File: config.mk
export PLATFORM = sky130hd
export DESIGN_NAME = uipi_send_engine
export DESIGN_NICKNAME = d
export VERILOG_FILES = /design/src/rtl/uipi_pkg.sv /design/src/rtl/uipi_slot_check.sv /design/src/rtl/uipi_desc_update.sv /design/src/rtl/uipi_dest_route.sv /design/src/rtl/uipi_send_engine.sv
export SDC_FILE = /design/constraint.sdc
export NUM_CORES = 1
export LEC_CHECK = 0
export BUFFER_PORTS_ARGS = -buffer_cell sky130_fd_sc_hd__buf_2
export CAP_MARGIN = 0
export CORE_MARGIN = 2
export CORE_UTILIZATION = 25
export CTS_CLUSTER_SIZE = 24
export DETAILED_ROUTE_END_ITERATION = 12
export GPL_TIMING_DRIVEN = 0
export PLACE_DENSITY = 0.43
export SLEW_MARGIN = 20
export SYNTH_ARGS = -nofsm -noshare
export SYNTH_HDL_FRONTEND = slang
export SYNTH_SLANG_ARGS = --single-unit
File: constraint.sdc
create_clock -name clk -period 4.04 [get_ports clk]
set_input_delay 0.202 -clock clk [delete_from_list [all_inputs] [get_ports clk]]
set_output_delay 0.202 -clock clk [all_outputs]
set_load 0.05 [all_outputs]
File: src/rtl/uipi_pkg.sv
package uipi_pkg;

  typedef enum logic [1:0] {
    FLT_NONE = 2'b00,
    FLT_GP   = 2'b01,
    FLT_UD   = 2'b10
  } fault_e;

  typedef enum logic [3:0] {
    S_IDLE,
    S_ENT_REQ,
    S_ENT_WAIT,
    S_DSC_REQ,
    S_DSC_WAIT,
    S_WB_REQ,
    S_WB_WAIT,
    S_NOTIFY
  } eng_state_e;

  // table slot field positions
  localparam int SLOT_VALID_BIT = 0;
  localparam int SLOT_VEC_LO    = 8;
  localparam int SLOT_VEC_HI    = 15;
  localparam int SLOT_PTR_LO    = 64;
  localparam int PTR_ALIGN_BITS = 6;

  // descriptor field positions
  localparam int DSC_PEND_BIT = 0;
  localparam int DSC_SUPP_BIT = 1;
  localparam int DSC_NV_LO    = 16;
  localparam int DSC_DST_LO   = 32;
  localparam int DSC_PIR_LO   = 64;
  localparam int XAPIC_ID_LO  = 8;

  localparam int SLOT_BYTES_LOG2 = 4;

endpackage

File: src/rtl/uipi_slot_check.sv
module uipi_slot_check
  import uipi_pkg::*;
#(
  parameter int LINE_W = 128,
  parameter int ADDR_W = 64,
  parameter int VEC_W  = 6
) (
  input  logic [LINE_W-1:0] slot,
  output logic              slot_bad,
  output logic [VEC_W-1:0]  slot_vec,
  output logic [ADDR_W-1:0] slot_ptr
);
  localparam int VEC_FIELD_W = SLOT_VEC_HI - SLOT_VEC_LO + 1;
  localparam int VEC_PAD_W   = VEC_FIELD_W - VEC_W;

  logic [VEC_FIELD_W-1:0] vec_field;
  logic                   flag_rsvd, vec_rsvd, mid_rsvd, align_rsvd;

  assign vec_field  = slot[SLOT_VEC_HI:SLOT_VEC_LO];
  assign flag_rsvd  = |slot[SLOT_VEC_LO-1:SLOT_VALID_BIT+1];
  assign vec_rsvd   = |vec_field[VEC_FIELD_W-1 -: VEC_PAD_W];
  assign mid_rsvd   = |slot[SLOT_PTR_LO-1:SLOT_VEC_HI+1];
  assign align_rsvd = |slot[SLOT_PTR_LO +: PTR_ALIGN_BITS];

  assign slot_bad = !slot[SLOT_VALID_BIT] | flag_rsvd | vec_rsvd | mid_rsvd | align_rsvd;
  assign slot_vec = vec_field[VEC_W-1:0];
  assign slot_ptr = slot[SLOT_PTR_LO +: ADDR_W];
endmodule

File: src/rtl/uipi_desc_update.sv
module uipi_desc_update
  import uipi_pkg::*;
#(
  parameter int LINE_W   = 128,
  parameter int NUM_UVEC = 64,
  parameter int VEC_W    = 6,
  parameter int NV_W     = 8,
  parameter int APIC_W   = 32
) (
  input  logic [LINE_W-1:0] dsc_in,
  input  logic [VEC_W-1:0]  uvec,
  output logic              dsc_bad,
  output logic              dsc_notify,
  output logic [LINE_W-1:0] dsc_out,
  output logic [NV_W-1:0]   dsc_nv,
  output logic [APIC_W-1:0] dsc_dst
);
  logic [NUM_UVEC-1:0] pir_old, pir_new;
  logic                low_rsvd, high_rsvd, quiet;

  assign pir_old   = dsc_in[DSC_PIR_LO +: NUM_UVEC];
  assign low_rsvd  = |dsc_in[DSC_NV_LO-1:DSC_SUPP_BIT+1];
  assign high_rsvd = |dsc_in[DSC_DST_LO-1:DSC_NV_LO+NV_W];
  assign dsc_bad   = low_rsvd | high_rsvd;
  assign quiet     = !dsc_in[DSC_PEND_BIT] && !dsc_in[DSC_SUPP_BIT];
  assign dsc_notify = quiet;

  for (genvar v = 0; v < NUM_UVEC; v++) begin : g_post
    assign pir_new[v] = pir_old[v] | (uvec == VEC_W'(v));
  end

  always_comb begin
    dsc_out = dsc_in;
    dsc_out[DSC_PIR_LO +: NUM_UVEC] = pir_new;
    if (quiet) dsc_out[DSC_PEND_BIT] = 1'b1;
  end

  assign dsc_nv  = dsc_in[DSC_NV_LO +: NV_W];
  assign dsc_dst = dsc_in[DSC_DST_LO +: APIC_W];
endmodule

File: src/rtl/uipi_dest_route.sv
module uipi_dest_route
  import uipi_pkg::*;
#(
  parameter int APIC_W  = 32,
  parameter int XAPIC_W = 8
) (
  input  logic [APIC_W-1:0] dst_field,
  input  logic              wide_mode,
  output logic [APIC_W-1:0] dst_id
);
  logic [XAPIC_W-1:0] short_id;

  assign short_id = dst_field[XAPIC_ID_LO +: XAPIC_W];
  assign dst_id   = wide_mode ? dst_field : {{(APIC_W-XAPIC_W){1'b0}}, short_id};
endmodule

File: src/rtl/uipi_send_engine.sv
module uipi_send_engine
  import uipi_pkg::*;
#(
  parameter int ADDR_W   = 64,
  parameter int IDX_W    = 64,
  parameter int SIZE_W   = 32,
  parameter int LINE_W   = 128,
  parameter int APIC_W   = 32,
  parameter int NV_W     = 8,
  parameter int NUM_UVEC = 64
) (
  input  logic              clk,
  input  logic              rst,
  input  logic              req_valid,
  output logic              req_ready,
  input  logic [IDX_W-1:0]  req_index,
  input  logic [ADDR_W-1:0] cfg_table_base,
  input  logic [SIZE_W-1:0] cfg_table_size,
  input  logic              cfg_x2apic,
  output logic              mem_req_valid,
  input  logic              mem_req_ready,
  output logic              mem_req_write,
  output logic [ADDR_W-1:0] mem_req_addr,
  output logic [LINE_W-1:0] mem_req_wdata,
  output logic              mem_lock,
  input  logic              mem_rsp_valid,
  input  logic [LINE_W-1:0] mem_rsp_data,
  output logic              ipi_valid,
  input  logic              ipi_ready,
  output logic [NV_W-1:0]   ipi_vector,
  output logic [APIC_W-1:0] ipi_dest,
  output logic              ipi_x2apic,
  output logic              done,
  output logic [1:0]        fault
);
  localparam int VEC_W = $clog2(NUM_UVEC);
  localparam logic [ADDR_W-1:0] BASE_MASK = ~ADDR_W'((1 << SLOT_BYTES_LOG2) - 1);

  eng_state_e st;
  logic [VEC_W-1:0]  uv_q;
  logic              notify_q;

  logic              en_bit, over_size;
  logic [ADDR_W-1:0] slot_addr;

  logic              slot_bad;
  logic [VEC_W-1:0]  slot_vec;
  logic [ADDR_W-1:0] slot_ptr;

  logic              dsc_bad, dsc_notify;
  logic [LINE_W-1:0] dsc_new;
  logic [NV_W-1:0]   dsc_nv;
  logic [APIC_W-1:0] dsc_dst, route_id;

  assign en_bit    = cfg_table_base[0];
  assign over_size = req_index > IDX_W'(cfg_table_size);
  assign slot_addr = (cfg_table_base & BASE_MASK)
                   + (ADDR_W'(req_index) << SLOT_BYTES_LOG2);
  assign req_ready = (st == S_IDLE) && !done;

  uipi_slot_check #(
    .LINE_W (LINE_W),
    .ADDR_W (ADDR_W),
    .VEC_W  (VEC_W)
  ) u_slot (
    .slot     (mem_rsp_data),
    .slot_bad (slot_bad),
    .slot_vec (slot_vec),
    .slot_ptr (slot_ptr)
  );

  uipi_desc_update #(
    .LINE_W   (LINE_W),
    .NUM_UVEC (NUM_UVEC),
    .VEC_W    (VEC_W),
    .NV_W     (NV_W),
    .APIC_W   (APIC_W)
  ) u_desc (
    .dsc_in     (mem_rsp_data),
    .uvec       (uv_q),
    .dsc_bad    (dsc_bad),
    .dsc_notify (dsc_notify),
    .dsc_out    (dsc_new),
    .dsc_nv     (dsc_nv),
    .dsc_dst    (dsc_dst)
  );

  uipi_dest_route #(
    .APIC_W  (APIC_W),
    .XAPIC_W (8)
  ) u_route (
    .dst_field (dsc_dst),
    .wide_mode (cfg_x2apic),
    .dst_id    (route_id)
  );

  always_ff @(posedge clk) begin
    if (rst) begin
      st            <= S_IDLE;
      uv_q          <= '0;
      notify_q      <= 1'b0;
      mem_req_valid <= 1'b0;
      mem_req_write <= 1'b0;
      mem_req_addr  <= '0;
      mem_req_wdata <= '0;
      mem_lock      <= 1'b0;
      ipi_valid     <= 1'b0;
      ipi_vector    <= '0;
      ipi_dest      <= '0;
      ipi_x2apic    <= 1'b0;
      done          <= 1'b0;
      fault         <= FLT_NONE;
    end else begin
      done <= 1'b0;
      unique case (st)
        S_IDLE: begin
          if (req_valid && req_ready) begin
            if (!en_bit) begin
              done  <= 1'b1;
              fault <= FLT_UD;
            end else if (over_size) begin
              done  <= 1'b1;
              fault <= FLT_GP;
            end else begin
              mem_req_valid <= 1'b1;
              mem_req_write <= 1'b0;
              mem_req_addr  <= slot_addr;
              st            <= S_ENT_REQ;
            end
          end
        end
        S_ENT_REQ: begin
          if (mem_req_ready) begin
            mem_req_valid <= 1'b0;
            st            <= S_ENT_WAIT;
          end
        end
        S_ENT_WAIT: begin
          if (mem_rsp_valid) begin
            if (slot_bad) begin
              done  <= 1'b1;
              fault <= FLT_GP;
              st    <= S_IDLE;
            end else begin
              uv_q          <= slot_vec;
              mem_req_valid <= 1'b1;
              mem_req_addr  <= slot_ptr;
              mem_lock      <= 1'b1;
              st            <= S_DSC_REQ;
            end
          end
        end
        S_DSC_REQ: begin
          if (mem_req_ready) begin
            mem_req_valid <= 1'b0;
            st            <= S_DSC_WAIT;
          end
        end
        S_DSC_WAIT: begin
          if (mem_rsp_valid) begin
            if (dsc_bad) begin
              mem_lock <= 1'b0;
              done     <= 1'b1;
              fault    <= FLT_GP;
              st       <= S_IDLE;
            end else begin
              mem_req_wdata <= dsc_new;
              mem_req_write <= 1'b1;
              mem_req_valid <= 1'b1;
              notify_q      <= dsc_notify;
              ipi_vector    <= dsc_nv;
              ipi_dest      <= route_id;
              ipi_x2apic    <= cfg_x2apic;
              st            <= S_WB_REQ;
            end
          end
        end
        S_WB_REQ: begin
          if (mem_req_ready) begin
            mem_req_valid <= 1'b0;
            st            <= S_WB_WAIT;
          end
        end
        S_WB_WAIT: begin
          if (mem_rsp_valid) begin
            mem_lock      <= 1'b0;
            mem_req_write <= 1'b0;
            if (notify_q) begin
              ipi_valid <= 1'b1;
              st        <= S_NOTIFY;
            end else begin
              done  <= 1'b1;
              fault <= FLT_NONE;
              st    <= S_IDLE;
            end
          end
        end
        S_NOTIFY: begin
          if (ipi_ready) begin
            ipi_valid <= 1'b0;
            done      <= 1'b1;
            fault     <= FLT_NONE;
            st        <= S_IDLE;
          end
        end
        default: st <= S_IDLE;
      endcase
    end
  end

  AST_IDLE_QUIET: assert property (@(posedge clk) disable iff (rst)
    req_ready |-> (!mem_req_valid && !ipi_valid && !mem_lock));
  AST_DONE_PULSE: assert property (@(posedge clk) disable iff (rst)
    done |=> !done);
  AST_WRITE_LOCKED: assert property (@(posedge clk) disable iff (rst)
    (mem_req_valid && mem_req_write) |-> mem_lock);
  AST_IPI_UNLOCKED: assert property (@(posedge clk) disable iff (rst)
    ipi_valid |-> (!mem_lock && !mem_req_valid));
  AST_IPI_HOLD: assert property (@(posedge clk) disable iff (rst)
    (ipi_valid && !ipi_ready) |=> (ipi_valid && $stable(ipi_vector)
                                   && $stable(ipi_dest) && $stable(ipi_x2apic)));
  AST_XAPIC_NARROW: assert property (@(posedge clk) disable iff (rst)
    (ipi_valid && !ipi_x2apic) |-> (ipi_dest[APIC_W-1:8] == '0));

endmodule

==> flow_summary.yaml, run 1 <==
yosys:
  synth_xor_area_frac: 0.0281
  yosys-top-cells-area: "dfxtp_1 (34%), ha_1 (8.0%), a211oi_1 (5.8%), nand2_1 (5.6%), a21oi_1 (5.3%)"
  synth-simple-area-share: 0.235
  ys_seq_area_frac: 0.338
  synth_seq_cells: 242
  yosysWarningCount: 0
  synth_top_area_share: 0.338
  yosysMostFrequentCell: "dfxtp_1"
  synth_compound_area_frac: 0.242
  syn_nets: 2214
  ys_types: 78
  synth_enable_flop_cells: 0
  syn_area_mm2: 0.0143
  postSynth.asyncResetShare: 0
  synth_top_area_cell: "dfxtp_1"
  syn_inst: 1827
  synth_adder_area_share: 0.0809
  yosys-top-cells-count: "dfxtp_1 (242), nand2_1 (213), nor2_1 (192)"
  synth_top_flop_cell: "dfxtp_1"
  muxShareOfSynthArea: 0.0220
  synth_top_family_by_area: "compound AO/OA/AOI/OAI gates"
  synth_area_per_cell_um2: 7.84
setup_path:
  crit_path_max_incr_delay_ps: 640
  rrSetupSlack_ps: 790
  crit_required_ps: 4530
  crit_top_cell: "clkbuf_1"
  crit_chain: "dlygate4sd3_1, buf_2, or4_1, nor4_1, nand3_1, nor3_1, clkbuf_1, clkbuf_1, nand2_1, a21oi_1"
  worstPathMaxFanout: 10
  ff2ff_path_depth: 8
  crit_start: "mem_rsp_data[8]"
  end_kind: "flip-flop"
  crit_path_start_kind: "input pin"
  cp_slowest_cell: "nor4_1"
  regToRegEndpoint: "mem_req_addr[62]$_SDFFE_PP0P_"
  reg2reg_from: "st[0]$_SDFFE_PP0P_"
  cp.arrival_ps: 4280
  critPathKind: "in2reg"
layout:
  final_cells: 3269
  nets: 2879
  drive_above_1_share: 0.254
  fillCellCount: 6168
  final_cell_area_mm2: 0.0199
  syn_to_final_growth_pct: 39.1
global_routing:
  overflow: 0
  grt_pass1_wl_mm: 107
  grtUsageTotal: 0.239
  antenna_found_initial: 0
  grt_max_degree: 14
  grt_pass1_vias: 16338
sta:
  slew_violations: 0
  holdWs_ps: 37.7
  finalHoldViolations: 0
  post-route-min-period_ps: 3790
  finalCritPeriodShare: 0.938
  setup_viol: 0
  clock_skew_ps: 19.3
  max_freq_mhz: 264
  tightest_slew_ps: 1060
  slew-limit-headroom: 0.287
  rsz0062_at_grt: "false"
placement:
  dp_cells: 3115
  place_hpwl_mm: 61.1
  gp_congestion: 0.897
  io_buffer_count: 529
  place_area_mm2: 0.0180
clock_network:
  cts-buffers-inserted: 28
  postCtsSetupBuffers: 0
  clk_pin_slew_ps: 60
  clk_latency_ps: 570
  cts-htree-levels: 1
  cts-root-buf: "clkbuf_16"
  cts_tree: "yes"
  cts.path.max_buffers: 3
  clock-sinks: 242
run_status:
  status: "finished, final reports clean"
floorplanning:
  core_area_mm2: 0.0565
  dieWidth_um: 243
  die_y_um: 243
  dieArea_mm2: 0.0592
  io-pin-count: 536
  num_rows: 87
  start_util: 0.253
power_and_ir_drop:
  peakVddDrop_v: 0.000297
  power-per-cell-area_mw_per_mm2: 315
  total_power_mw: 6.27
  leakage_nw: 8.98
routing:
  vias: 16324
  routed_wl_mm: 74.2
  remaining_drc_errors: 0
  ant_nets: 0
  viasPerCell: 4.99
  wire_per_inst_um: 22.7
  drt_iter0_markers: 780
  first_pass_iters: 5
worst_hold_path:
  holdCritPathClass: "in2reg"
  min_to: "mem_req_addr[58]$_SDFFE_PP0P_"
  min-delay-start: "cfg_table_base[0]"
  hold_depth: 3
flow_run:
  cap_viol_max_count: 0
per-stage QoR:
step | TNS [ps] | setup WS (ps) | utilization
6_report | 0 | 249 | 0.352
5_1_grt | 0 | 25.6 | 0.352
4_1_cts | 0 | 155 | 0.352
3_5_place_dp | -136 | -49.9 | 0.318
3_3_place_gp | 0 | 0.148 | 0.317
2_1_floorplan | 0 | 1150 | -
power by group:
group	internal [mW]	switching, mW
sequential	2.39	0.000909
clock	1.55	1.08
combinational	0.516	0.737
routing by layer:
layer	wire length (um)	track usage
met1	30600	0.286
met2	36500	0.428
met3	5110	0.0525
met4	1970	0.0655
met5	0	0
logic make-up after synthesis:
kind of cell             Yosys count
AO/OA/AOI/OAI                    508
XOR/XNOR                          46
adder cells (fa/ha/maj)           92
buffers and inverters            186
flip-flops                       242
multiplexers                      31
AND/OR/NAND/NOR                  722
layout by cell type (no fill, tap or decap), drive strengths merged, types with 91 or more instances in the layout:
master and count:
ha 91, clkbuf 138, nand2 213, nor3 101, a211oi 110, nor2 193, dlygate4sd3 103, a21oi 159
buf 571, dfxtp 242
area by class of cell:
type                    count  area (um^2)  share of cell area
diodes                      1         2.50            0.000126
plain buffers             133          571              0.0287
clock buffers              44          842              0.0423
clock inverters             6         85.1             0.00427
inverters                  53          199             0.00999
multi-input cells        1399         8720               0.438
flip-flops and latches    242         4840               0.243
well taps                 756          946              0.0475
repair buffers            635         3700               0.186
registers in the layout, indices dropped and copies added, names as in the netlist:
signal,count
notify_q,1
mem_req_write,1
st,3
uv_q,6
mem_req_addr,64
mem_lock,1
done,1
mem_req_wdata,128
ipi_dest,32
ipi_x2apic,1
mem_req_valid,1
ipi_valid,1
fault,2
worst max-delay path: cells and delay by family:
kind	cells	cell delay, ps
AO/OA/AOI/OAI	1	160
buffers and inverters	4	1970
AND/OR/NAND/NOR	5	1940
what timing repair did:
item / CTS / global route
hold buffers: 103 / 0
endpoints found under the setup margin: 0 / 0
hold endpoints to repair: 143 / 0
resized for setup: 0 / 0
how the worst max path moves through the flow:
stage                                      to  slack (ps)  cells after the start
4_1_cts        mem_req_wdata[36]$_SDFFE_PP0P_         160                     10
5_1_grt        mem_req_wdata[35]$_SDFFE_PP0P_          30                     10
6_report       mem_req_wdata[36]$_SDFFE_PP0P_         250                     10
2_1_floorplan   mem_req_addr[60]$_SDFFE_PP0P_        1150                     13
3_5_place_dp    mem_req_addr[37]$_SDFFE_PP0P_         -50                     13
3_3_place_gp    mem_req_addr[19]$_SDFFE_PP0P_         0.1                     12
Note: power is estimated with default switching activity, not from simulation.
==> inputs of run 2 (changes only) <==
--- a/config.mk
+++ b/config.mk
@@ -5,14 +5,14 @@
 export SDC_FILE = /design/constraint.sdc
 export NUM_CORES = 1
 export LEC_CHECK = 0
-export BUFFER_PORTS_ARGS = -buffer_cell sky130_fd_sc_hd__buf_2
 export CAP_MARGIN = 0
 export CORE_MARGIN = 2
 export CORE_UTILIZATION = 25
 export CTS_CLUSTER_SIZE = 24
 export DETAILED_ROUTE_END_ITERATION = 12
+export DONT_BUFFER_PORTS = 1
 export GPL_TIMING_DRIVEN = 0
-export PLACE_DENSITY = 0.43
+export PLACE_DENSITY = 0.35
 export SLEW_MARGIN = 20
 export SYNTH_ARGS = -nofsm -noshare
 export SYNTH_HDL_FRONTEND = slang
==> constraint.sdc (replaced) <==
create_clock -name clk -period 4.04 [get_ports clk]
set_input_delay 0.202 -clock clk [delete_from_list [all_inputs] [get_ports clk]]
set_output_delay 0.202 -clock clk [all_outputs]
set_load 0.1 [all_outputs]
==> run 2 against run 1 <==
  * Die area unchanged
  * Worst hold slack gained 20 ps
  * Cell count down 16%
  * Clock-buffer cell count increased by 1
==> flow_summary.yaml, run 2 (synthesis results as in run 1) <==
setup_path:
  reg2reg_from: "st[1]$_SDFFE_PP0P_"
  worstPathMaxFanout: 10
  ff2ff_path_depth: 8
  critPathBufInv: 3
  cp.arrival_ps: 3840
  cp_slowest_cell: "clkbuf_1"
  critPathKind: "in2reg"
  path_depth: 12
  end_kind: "flip-flop"
  crit_chain: "inv_1, ha_1, nor2b_1, o21a_1, o21a_1, o21ai_0, nor4bb_1, o211a_1, a41o_1, buf_2, clkbuf_1, a311oi_1"
  regToRegEndpoint: "mem_req_addr[32]$_SDFFE_PP0P_"
  crit_path_start_kind: "input pin"
  crit_top_cell: "o21a_1"
  crit_required_ps: 4430
  rrSetupSlack_ps: 720
  critical-path-top-delay-family: "compound AO/OA/AOI/OAI gates"
  crit_path_max_incr_delay_ps: 670
power_and_ir_drop:
  power-per-cell-area_mw_per_mm2: 375
  leakage_nw: 6.69
  peakVddDrop_v: 0.000316
  total_power_mw: 6.61
floorplanning:
  core_area_mm2: 0.0565
  dieArea_mm2: 0.0592
  num_rows: 87
  dieWidth_um: 243
  io-pin-count: 536
  die_y_um: 243
  start_util: 0.253
global_routing:
  antenna_found_initial: 15
  grtUsageTotal: 0.245
  grt_pass1_vias: 14494
  grt_pass1_wl_mm: 107
  grt_max_degree: 15
  overflow: 0
sta:
  slew_violations: 0
  slew-limit-headroom: 0.222
  setup_viol: 0
  finalHoldViolations: 0
  clock_skew_ps: 19.8
  finalCritPeriodShare: 0.853
  post-route-min-period_ps: 3450
  tightest_slew_ps: 1170
  rsz0062_at_grt: "false"
  max_freq_mhz: 290
layout:
  layout_commonest_cell: "dfxtp_1"
  syn_to_final_growth_pct: 23.2
  largest_registers: "mem_req_wdata (128), mem_req_addr (64), ipi_dest (32)"
  largest_reg_flops: 128
  final_cell_mix: "dfxtp_1 (238), nand2_1 (213), nor2_1 (191)"
  utilization: 0.312
  nets: 2365
  top_register: "mem_req_wdata"
  drive_above_1_share: 0.0639
placement:
  gp_congestion: 0.940
  place_hpwl_mm: 60.8
  io_buffer_count: 0
routing:
  ant_nets: 0
  remaining_drc_errors: 0
  wire_per_inst_um: 27.3
  vias: 14476
  viasPerCell: 5.24
  drt_iter0_markers: 673
  first_pass_iters: 5
  routed_wl_mm: 75.4
clock_network:
  cts.path.max_buffers: 3
  cts-buffers-inserted: 30
  postCtsSetupBuffers: 0
  cts_tree: "yes"
  cts-htree-levels: 1
  clk_latency_ps: 570
  clock-sinks: 242
  cts_resized: 0
  cts-root-buf: "clkbuf_16"
  clk_pin_slew_ps: 60
run_status:
  status: "finished, final reports clean"
worst_hold_path:
  min_to: "mem_req_addr[52]$_SDFFE_PP0P_"
  min-delay-start: "mem_rsp_data[116]"
  holdCritPathClass: "in2reg"
  hold_depth: 3
flow_run:
  cap_viol_max_count: 0
==> run 2: changes by cell type in the layout (fill, tap and decap cells not counted), moves of 3 or more <==
| cell | delta |
|---|---|
| buf_2 | -528 |
| dlygate4sd3_1 | +13 |
| clkbuf_1 | -6 |
| clkbuf_8 | +5 |
| bufinv_16 | +4 |
| dfxtp_1 | -4 |
| dfxtp_2 | +4 |
| nor3_1 | -3 |
| nor3_2 | +3 |
==> run 2: how the worst max path moves through the flow <==
stage | from | end
6_report | cfg_table_size[1] | mem_req_addr[32]$_SDFFE_PP0P_
3_3_place_gp | cfg_table_size[1] | mem_req_addr[49]$_SDFFE_PP0P_
3_5_place_dp | cfg_table_size[1] | mem_req_addr[49]$_SDFFE_PP0P_
2_1_floorplan | req_index[0] | mem_req_addr[60]$_SDFFE_PP0P_
5_1_grt | cfg_table_size[1] | mem_req_addr[33]$_SDFFE_PP0P_
4_1_cts | cfg_table_size[1] | mem_req_addr[32]$_SDFFE_PP0P_
==> run 2: stage by stage <==
stage / hold WS, ps / setup slack [ps] / TNS [ps] / cells / instance area, um^2
6_report: 57.4 / 594 / 0 / 2761 / 17600
5_1_grt: 54.8 / 331 / 0 / 2758 / 17600
4_1_cts: 20.0 / 407 / 0 / 2758 / 17600
3_5_place_dp: 321 / -181 / -3550 / 2586 / 15300
3_3_place_gp: 324 / -167 / -3640 / 2583 / 15300
2_1_floorplan: 311 / 1150 / 0 / 1827 / 14300
==> run 2: where the power goes <==
| part | total (mW) | switching, mW | internal, mW |
|---|---|---|---|
| sequential | 2.40 | 0.0148 | 2.39 |
| combinational | 1.09 | 0.660 | 0.428 |
| clock | 3.12 | 1.14 | 1.98 |
==> run 2: timing repair <==
| action | in CTS | in global routing |
|---|---|---|
| setup endpoints to repair | 0 | 0 |
| endpoints found under the hold margin | 209 | 0 |
| hold buffers | 116 | 0 |
==> run 2: cell type report <==
| cell class | instances | area (um^2) |
|---|---|---|
| timing repair buffer | 119 | 1180 |
| clock buffer | 45 | 938 |
| sequential | 242 | 4850 |
| clock inverter | 11 | 210 |
| inverter | 53 | 199 |
| multi-input combinational | 1399 | 8730 |
| buffer | 133 | 571 |
| tap | 756 | 946 |
| antenna | 3 | 7.51 |
| fill | 6150 | 38900 |
==> run 2: routing by layer <==
metal | track usage | share of wire
met5 | 0 | 0.0021
met4 | 0.0550 | 0.021
met3 | 0.0829 | 0.091
met2 | 0.437 | 0.49
met1 | 0.281 | 0.40
==> run 2: worst reg2reg max path, delay by kind of cell, from the launching register on <==
family	cells	cell delay, ps
buf+inv	3	1110
simple gates	3	1170
compound gates	2	420
flops	1	450
